**config.mk**
```make
export PLATFORM = sky130hd
export DESIGN_NAME = bcd_wdt
export DESIGN_NICKNAME = d
export VERILOG_FILES = /design/src/rtl/bcd_wdt_pkg.sv /design/src/rtl/bcd_wdt_regs.sv /design/src/rtl/bcd_wdt_counter.sv /design/src/rtl/bcd_wdt_expiry.sv /design/src/rtl/bcd_wdt.sv
export SDC_FILE = /design/constraint.sdc
export NUM_CORES = 1
export LEC_CHECK = 0
export BUFFER_PORTS_ARGS = -buffer_cell sky130_fd_sc_hd__buf_2
export CORE_MARGIN = 10
export CORE_UTILIZATION = 26
export DETAILED_ROUTE_END_ITERATION = 8
export MAX_ROUTING_LAYER = met4
export PLACE_DENSITY = 0.49
export SYNTH_ARGS = -nofsm -noshare
export SYNTH_HDL_FRONTEND = slang
export SYNTH_SLANG_ARGS = --single-unit
```
**constraint.sdc**
```tcl
create_clock -name clk -period 1.6 [get_ports clk]
set_input_delay 0.16 -clock clk [delete_from_list [all_inputs] [get_ports clk]]
set_output_delay 0.16 -clock clk [all_outputs]
set_load 0.02 [all_outputs]
```
**src/rtl/bcd_wdt_pkg.sv**
```systemverilog
// Package: shared offsets, widths and control type for the BCD watchdog.
// Assumes a two-byte packed BCD count (four digits).
package bcd_wdt_pkg;
    localparam int COUNT_DIGITS = 4;
    localparam int COUNT_W      = 4 * COUNT_DIGITS;

    localparam int OFS_HUND = 'hC;
    localparam int OFS_SEC  = 'hD;
    localparam int OFS_STAT = 'hE;
    localparam int OFS_CTRL = 'hF;

    localparam int STAT_FLAG_BIT = 1;
    localparam int CTRL_EN_BIT   = 1;
    localparam int CTRL_STEER_BIT = 0;

    typedef struct packed {
        logic en;
        logic steer;
    } wdt_ctrl_t;
endpackage

```
**src/rtl/bcd_wdt_regs.sv**
```systemverilog
// Module: register bank for the BCD watchdog.
// Holds the two reload bytes and the control bits. It flags a reload on a
// write to either count byte and decodes the status-read strobe. Read data
// is combinational from bus_addr. Assumes the host writes valid BCD.
module bcd_wdt_regs
    import bcd_wdt_pkg::*;
#(
    parameter int ADDR_W = 4
) (
    input  logic                clk,
    input  logic                rst_n,
    input  logic                bus_wr,
    input  logic                bus_rd,
    input  logic [ADDR_W-1:0]   bus_addr,
    input  logic [7:0]          bus_wdata,
    input  logic [COUNT_W-1:0]  count,
    input  logic                flag,
    output logic [COUNT_W-1:0]  reload_q,
    output logic [COUNT_W-1:0]  reload_nxt,
    output logic                load,
    output wdt_ctrl_t           ctrl_q,
    output logic                flag_clr,
    output logic [7:0]          bus_rdata
);
    logic hit_hund, hit_sec, hit_stat, hit_ctrl;

    // Decode the register offset.
    always_comb begin
        hit_hund = (bus_addr == ADDR_W'(OFS_HUND));
        hit_sec  = (bus_addr == ADDR_W'(OFS_SEC));
        hit_stat = (bus_addr == ADDR_W'(OFS_STAT));
        hit_ctrl = (bus_addr == ADDR_W'(OFS_CTRL));
    end

    // Merge a write into the reload value that the counter loads on this edge.
    always_comb begin
        reload_nxt = reload_q;
        if (bus_wr && hit_hund) reload_nxt[7:0]  = bus_wdata;
        if (bus_wr && hit_sec)  reload_nxt[15:8] = bus_wdata;
        load     = bus_wr && (hit_hund || hit_sec);
        flag_clr = bus_rd && hit_stat;
    end

    // Store the reload bytes and the control bits.
    always_ff @(posedge clk) begin
        if (!rst_n) begin
            reload_q <= '0;
            ctrl_q   <= '0;
        end else begin
            reload_q <= reload_nxt;
            if (bus_wr && hit_ctrl) begin
                ctrl_q.en    <= bus_wdata[CTRL_EN_BIT];
                ctrl_q.steer <= bus_wdata[CTRL_STEER_BIT];
            end
        end
    end

    // Select read data: live count bytes, status and control.
    always_comb begin
        bus_rdata = 8'h00;
        if (hit_hund)      bus_rdata = count[7:0];
        else if (hit_sec)  bus_rdata = count[15:8];
        else if (hit_stat) bus_rdata[STAT_FLAG_BIT] = flag;
        else if (hit_ctrl) begin
            bus_rdata[CTRL_EN_BIT]    = ctrl_q.en;
            bus_rdata[CTRL_STEER_BIT] = ctrl_q.steer;
        end
    end
endmodule

```
**src/rtl/bcd_wdt_counter.sv**
```systemverilog
// Module: packed BCD down-counter.
// A load takes priority over a tick. With active set, each tick takes one
// away with digit-wise borrow. A tick at value one signals expiry and
// reloads. Assumes every digit holds 0-9.
module bcd_wdt_counter #(
    parameter int NDIG = 4,
    localparam int W   = 4 * NDIG
) (
    input  logic         clk,
    input  logic         rst_n,
    input  logic         load,
    input  logic [W-1:0] load_val,
    input  logic [W-1:0] reload_val,
    input  logic         tick,
    input  logic         active,
    output logic [W-1:0] count_q,
    output logic         expire
);
    localparam logic [W-1:0] ONE = W'(1);

    logic [NDIG:0]  borrow;
    logic [W-1:0]   dec_val;

    assign borrow[0] = 1'b1;

    // One borrow stage per BCD digit.
    for (genvar g = 0; g < NDIG; g++) begin : g_digit
        logic [3:0] dig;
        assign dig = count_q[4*g +: 4];
        assign dec_val[4*g +: 4] = !borrow[g] ? dig :
                                   (dig == 4'd0) ? 4'd9 : dig - 4'd1;
        assign borrow[g+1] = borrow[g] && (dig == 4'd0);
    end

    // Expiry when a tick finds the last hundredth.
    assign expire = tick && active && !load && (count_q == ONE);

    // Update the count: load, reload on expiry, or step down.
    always_ff @(posedge clk) begin
        if (!rst_n)
            count_q <= '0;
        else if (load)
            count_q <= load_val;
        else if (expire)
            count_q <= reload_val;
        else if (tick && active && count_q != '0)
            count_q <= dec_val;
    end
endmodule

```
**src/rtl/bcd_wdt_expiry.sv**
```systemverilog
// Module: expiry action for the watchdog.
// Keeps the sticky expiry flag and the held interrupt, both cleared by a
// status read (expiry wins a tie). Issues a reset pulse of RST_CYCLES
// clocks when steered. Assumes RST_CYCLES >= 1.
module bcd_wdt_expiry #(
    parameter int RST_CYCLES = 8,
    localparam int CNT_W     = $clog2(RST_CYCLES + 1)
) (
    input  logic clk,
    input  logic rst_n,
    input  logic expire,
    input  logic steer,
    input  logic flag_clr,
    output logic flag_q,
    output logic irq_q,
    output logic rst_out
);
    logic [CNT_W-1:0] pulse_cnt;

    // Sticky flag and interrupt, set on expiry and cleared by a status read.
    always_ff @(posedge clk) begin
        if (!rst_n) begin
            flag_q <= 1'b0;
            irq_q  <= 1'b0;
        end else begin
            if (expire)        flag_q <= 1'b1;
            else if (flag_clr) flag_q <= 1'b0;
            if (expire && !steer) irq_q <= 1'b1;
            else if (flag_clr)    irq_q <= 1'b0;
        end
    end

    // Count out the reset pulse length.
    always_ff @(posedge clk) begin
        if (!rst_n)
            pulse_cnt <= '0;
        else if (expire && steer)
            pulse_cnt <= CNT_W'(RST_CYCLES);
        else if (pulse_cnt != '0)
            pulse_cnt <= pulse_cnt - 1'b1;
    end

    assign rst_out = (pulse_cnt != '0);
endmodule

```
**src/rtl/bcd_wdt.sv**
```systemverilog
// Module: top of the BCD watchdog countdown timer.
// Ties the register bank, the BCD counter and the expiry logic together.
// Assumes tick_100hz is a one-clock pulse from an outside divider.
module bcd_wdt
    import bcd_wdt_pkg::*;
#(
    parameter int ADDR_W     = 4,
    parameter int RST_CYCLES = 8
) (
    input  logic              clk,
    input  logic              rst_n,
    input  logic              tick_100hz,
    input  logic              bus_wr,
    input  logic              bus_rd,
    input  logic [ADDR_W-1:0] bus_addr,
    input  logic [7:0]        bus_wdata,
    output logic [7:0]        bus_rdata,
    output logic              wdt_irq,
    output logic              wdt_rst
);
    logic [COUNT_W-1:0] count, reload_q, reload_nxt;
    logic               load, flag_clr, flag, expire, active;
    logic               en_s, steer_s;
    wdt_ctrl_t          ctrl_q;

    assign en_s    = ctrl_q.en;
    assign steer_s = ctrl_q.steer;
    // A zero reload value keeps the countdown stopped.
    assign active  = en_s && (reload_q != '0);

    bcd_wdt_regs #(.ADDR_W(ADDR_W)) u_regs (
        .clk(clk), .rst_n(rst_n), .bus_wr(bus_wr), .bus_rd(bus_rd),
        .bus_addr(bus_addr), .bus_wdata(bus_wdata), .count(count),
        .flag(flag), .reload_q(reload_q), .reload_nxt(reload_nxt),
        .load(load), .ctrl_q(ctrl_q), .flag_clr(flag_clr),
        .bus_rdata(bus_rdata)
    );

    bcd_wdt_counter #(.NDIG(COUNT_DIGITS)) u_cnt (
        .clk(clk), .rst_n(rst_n), .load(load), .load_val(reload_nxt),
        .reload_val(reload_q), .tick(tick_100hz), .active(active),
        .count_q(count), .expire(expire)
    );

    bcd_wdt_expiry #(.RST_CYCLES(RST_CYCLES)) u_exp (
        .clk(clk), .rst_n(rst_n), .expire(expire), .steer(steer_s),
        .flag_clr(flag_clr), .flag_q(flag), .irq_q(wdt_irq),
        .rst_out(wdt_rst)
    );
endmodule

```
## Yosys cells after proc, flatten, opt, wreduce, memory -nomap -nowiden

Cells that the tools add are included.

- Bitwise operators: 1
- Equal/unequal tests: 5
- Add/subtract/negate cells: 5
- Multiplexer cells: 23
- Reductions and logical operators: 35

Operators by type and width:

| cell | count |
|---|---|
| 16-bit two-way mux | 3 |
| 4-bit two-way mux | 9 |
| 16-bit nonzero test | 2 |
| 8-bit two-way mux | 3 |
| 4-bit by 1-bit subtractor with 4-bit output (second input constant) | 5 |
| 16-bit by 1-bit equality test with 1-bit output (second input constant) | 1 |
| 4-bit equality test (second input constant) | 4 |
| 4-bit logical NOT | 4 |
| 1-bit logical AND | 14 |
| 3-bit nonzero test | 4 |
| 6-bit two-way mux | 1 |
| 2-bit AND reduction | 3 |
| 2-bit nonzero test | 3 |
| 1-bit two-way mux | 5 |
| 2-bit two-way mux | 2 |
| 4-bit nonzero test | 1 |
| 1-bit logical NOT | 2 |
| 2-bit OR reduction | 1 |
| 1-bit logical OR | 1 |
| 1-bit inverter | 1 |

- Word-level logic and storage cells: 80
- Bits in registers: 40

## Depth between registers and ports, before layout

- Depth in word-level cells: 8
- Gate-level depth with buffers: 7

## Cells and area by module

From an unflattened synthesis, not the netlist that was laid out.

- Cell total of the unflattened synthesis: 307
- Area, all modules: 2593.7 µm²

By module, submodules not included:

| module | seq. area each (µm²) | area an instance (µm²) | times used | cells each |
|---|---|---|---|---|
| bcd_wdt_counter | 320.3 | 1173.6 | 1 | 156 |
| bcd_wdt_regs | 360.3 | 1092.3 | 1 | 115 |
| bcd_wdt_expiry | 120.1 | 290.3 | 1 | 30 |
| bcd_wdt | 0.0 | 37.5 | 1 | 6 |

## Least setup slack after synthesis

OpenSTA, ideal clock, no wires.

- Path type: reg-to-reg
- From: register u_cnt.count_q[14]
- To: register u_cnt.count_q[11]
- Setup slack: -0.079 ns
- Data arrival time: 1.560 ns
- Stages on the path, launching flop included: 6
- Library setup time: 0.119 ns
- Data required time: 1.481 ns
- Cell sequence: dfxtp_1 nor4_4 and3_1 o2111ai_1 and3_1 o221a_1

- Longest elaborated chain between the ends: 4

Ends and longest elaborated chain:

| item | line | RTL |
|---|---|---|
| start: declaration | bcd_wdt_counter.sv:16 | `output logic [W-1:0] count_q,` |
| start signal: assignment | bcd_wdt_counter.sv:43 | `count_q <= load_val;` |
| start signal: assignment | bcd_wdt_counter.sv:45 | `count_q <= reload_val;` |
| start signal: assignment | bcd_wdt_counter.sv:47 | `count_q <= dec_val;` |
| 16-bit by 1-bit equality test with 1-bit output or 16-bit nonzero test (tied branches) | bcd_wdt_counter.sv:36, bcd_wdt_counter.sv:46 |  |
| 1-bit logical AND, on equally long branches | bcd_wdt_counter.sv:36, bcd_wdt_counter.sv:46 |  |
| 3-bit nonzero test (no source line) or 16-bit two-way mux (tied branches) | - |  |
| 2-bit AND reduction (no source line) or 16-bit two-way mux (tied branches) | - |  |

Several ways; a longest one is shown, not always the timed one.
A chain may end at the register's enable or synchronous reset.

## Worst setup path in the final report

- From: register u_cnt.count_q[4]
- To: register u_cnt.count_q[7]

- Longest elaborated chain between the ends: 6

Ends and longest elaborated chain:

| item | line | RTL |
|---|---|---|
| 4-bit by 1-bit subtractor with 4-bit output or 4-bit logical NOT (tied branches) | bcd_wdt_counter.sv:31 | `(dig == 4'd0) ? 4'd9 : dig - 4'd1;` |
| 4-bit two-way mux | bcd_wdt_counter.sv:31 |  |
| 4-bit two-way mux | bcd_wdt_counter.sv:30 | `assign dec_val[4*g +: 4] = !borrow[g] ? dig :` |
| 16-bit two-way mux | bcd_wdt_counter.sv:46 | `else if (tick && active && count_q != '0)` |
| 16-bit two-way mux | bcd_wdt_counter.sv:44 | `else if (expire)` |
| 16-bit two-way mux | bcd_wdt_counter.sv:42 | `else if (load)` |

Several ways; a longest one is shown, not always the timed one. The select of a mux whose other input is x is not followed.

==> results.toml <==
[timing]
period_needed_ns = 1.79
slew_headroom = 0.785
fin_ws_ns = -0.191
finalSetupViolCount = 22
whs_ns = 0.141
setup-tns-final_ns = -2.42
fmax_mhz = 558
hold_violations = 0
finClkSkew_ns = 0.00527
worstMarginPinSlew_ns = 0.320
finalMaxSlewViolations = 0
rsz0062_at_grt = "yes"
finalCritPeriodShare = 1.12

[placed_design]
port_buffers = 26
gp_congestion = 0.823
dpl.hpwl_um = 6120
dp_cells = 509

[routing]
drc = 0
viasPerCell = 5.09
antenna_left = 0
vias = 2670
wl_um = 8340
drtIter0Drc = 142
wl_per_cell_um = 15.9
dr.pass1.iters = 4

[global_route]
antenna_found_initial = 0
track_usage = 0.118
grt_first_pass_wirelength_um = 13700
grt_pass1_vias = 2599
grt_max_degree = 38
grt.overflow.total = 0

[floorplanning]
fp.dieW_um = 121
io_pins = 27
fp.dieH_um = 121
rows = 36
dieArea_um2 = 14500
initial_core_util = 0.268
design.core.area_um2 = 9820

[power_and_ir_drop]
p_per_area_nw_per_um2 = 707
peakVddDrop_uv = 331
leakagePower_nw = 1.42

[hold_path]
whs_path_depth = 3
hold_start = "bus_wdata[6]"
holdPathEnd = "u_regs.reload_q[6]"
hold_class = "primary input to register"

[run_status]
outcome = "finished with violations"
violations = "setup timing"

[logic_synthesis]
yosys_warnings = 0
yosys.area_share.simple = 0.239
netlist_area_um2 = 2630
synth_flop_cell = "dfxtp_1"
synth_edf_count = 0
synthMuxAreaShare = 0.100
synth_top_family_by_area = "compound AO/OA/AOI/OAI gates"
ys_ff_latch = 40
synth_cell_type_count = 58
synth_cells = 313
synth_compound_area_frac = 0.265
syn_area_per_cell_um2 = 8.41
syn-num-nets = 332
seq_area_frac_synth = 0.304
synthXorXnorAreaFrac = 0.0166
async_reset_ff_frac = 0
synthAdderAreaFrac = 0.00951

[critical_path]
ff2ff_path_depth = 7
critPathMaxStageDelay_ns = 0.36
setup.worst_path.end_class = "register"
r2r_setup_slack_ns = -0.19
crit_slowest_cell = "dfxtp_4"
rr_endpoint = "u_cnt.count_q[7]"
required_ns = 1.79
path_class = "register to register"
cp_num_cells = 7
crit_start = "u_cnt.count_q[4]"
path_delay_family = "simple AND/OR/NAND/NOR gates"
crit_chain = "nor4_4, buf_4, buf_6, a31o_2, a211oi_4, or2_4, o2111a_1"
r2r_start = "u_cnt.count_q[4]"
crit_buf_inv = 2
critPathLaunchType = "register"
crit_fanout = 4
cp.arrival_ns = 1.98

[clocking]
cts_buffers = 5
clk_pin_slew_worst_paths_ns = 0.08
clkLatencyLatePin_ns = 0.30
postCtsHoldBufs = 0
h-tree-depth = 2
clock_path_buffers = 2
cts_root_buffer = "clkbuf_8"
clock_sinks = 40
cts_tree = "built"

[finish]
stdcell_count = 525
syn_to_final_growth_pct = 36.3
nets = 410
drive_gt1_frac = 0.385
diodes = 0

[run]
cap_violations = 0
## worst reg2reg max path, cell delays in order (launching register included)
cell	delay, ns
dfxtp_4	0.36
nor4_4	0.30
buf_4	0.18
buf_6	0.10
a31o_2	0.18
a211oi_4	0.07
or2_4	0.27
o2111a_1	0.22
## metrics by stage
step | cell area [um^2] | power [mW] | setup WS [ns] | utilization
after floorplan | 2670 | 1.56 | -0.0133 | -
after global placement | 3290 | 1.77 | -0.112 | 0.335
after detailed placement | 3290 | 1.78 | -0.143 | 0.335
after CTS | 3480 | 2.52 | -0.127 | 0.354
after global routing | 3590 | 2.69 | -0.293 | 0.365
final | 3590 | 2.53 | -0.191 | 0.365
## timing repair
action / in CTS / in global routing
setup buffers: 4 / 4
pin swaps: 18 / 10
gates resized for setup: 17 / 21
gates cloned: 0 / 0
endpoints found under the setup margin: 21 / 24
## per-layer routing
layer	vias to the layer above	wire (um)	global-route usage
met5	-	0	-
met4	0	140	0.0370
met3	7	310	0.0219
met2	63	4060	0.190
met1	1268	3830	0.146
li1	1332	-	-
## state kept, by name (all words and copies together) (netlist names)
| name | flops |
|---|---|
| u_cnt.count_q | 16 |
| u_exp.flag_q | 1 |
| u_exp.irq_q | 1 |
| u_exp.pulse_cnt | 4 |
| u_regs.ctrl_q | 2 |
| u_regs.reload_q | 16 |
## layout by cell type, fill, tap and decap left out, types with 3 or more instances in the layout
cell type | synthesis | routed
dfxtp_1 | 40 | 32
mux2_2 | 9 | 9
mux2i_1 | 14 | 14
buf_2 | 2 | 24
and3_1 | 5 | 4
a211oi_1 | 3 | 3
buf_4 | 0 | 58
and3_4 | 1 | 3
o211ai_1 | 3 | 3
nand4_1 | 3 | 3
o21ai_0 | 25 | 24
inv_1 | 5 | 5
nor2_1 | 19 | 19
nand3_1 | 12 | 10
o22ai_1 | 3 | 3
o31ai_1 | 8 | 7
a21boi_0 | 18 | 17
a21oi_1 | 7 | 7
dfxtp_2 | 0 | 7
clkbuf_8 | 5 | 6
nor2b_1 | 5 | 5
o21ai_1 | 5 | 6
nor4_4 | 3 | 4
buf_6 | 3 | 7
nand2_1 | 42 | 40
nor4_2 | 0 | 3
nor3_1 | 4 | 4
a31oi_1 | 8 | 8
buf_12 | 0 | 3
## power by group
part	switching [mW]	internal, mW	leakage (nW)
combinational	0.380	0.328	1.04
sequential	0.0449	1.05	0.328
clock	0.376	0.351	0.0445
## synthesized netlist by cell type (7+ instances only)
master	count	share of area
dfxtp_1	40	0.30
a21oi_1	7	0.013
a21boi_0	18	0.051
a31oi_1	8	0.019
mux2i_1	14	0.053
clkbuf_1	8	0.011
o21ai_0	25	0.048
mux2_2	9	0.039
nand3_1	12	0.023
nor2_1	19	0.027
o31ai_1	8	0.023
nand2_1	42	0.060
## worst max path at each step
stage / endpoint / slack (ns)
6_report: u_cnt.count_q[7] / -0.19
5_1_grt: u_cnt.count_q[4] / -0.29
4_1_cts: u_cnt.count_q[11] / -0.13
3_5_place_dp: u_cnt.count_q[7] / -0.14
3_3_place_gp: u_cnt.count_q[8] / -0.11
2_1_floorplan: u_cnt.count_q[11] / -0.01
## cell type report
type	instances	area, um^2
fillers	1062	6230
repair buffers	92	694
clock inverters	1	7.51
flip-flops and latches	40	813
well taps	133	166
multi-input cells	247	1800
inverters	5	18.8
clock buffers	7	86.3
## logic make-up (layout without fill, tap and decap cells)
group,Yosys count,after routing
xor+xnor,5,5
flops,40,40
compound gates,101,101
buf+inv,26,105
fa+ha+maj,2,2
mux,24,24
simple gates,115,115
Power figures use the tool's default switching activity.
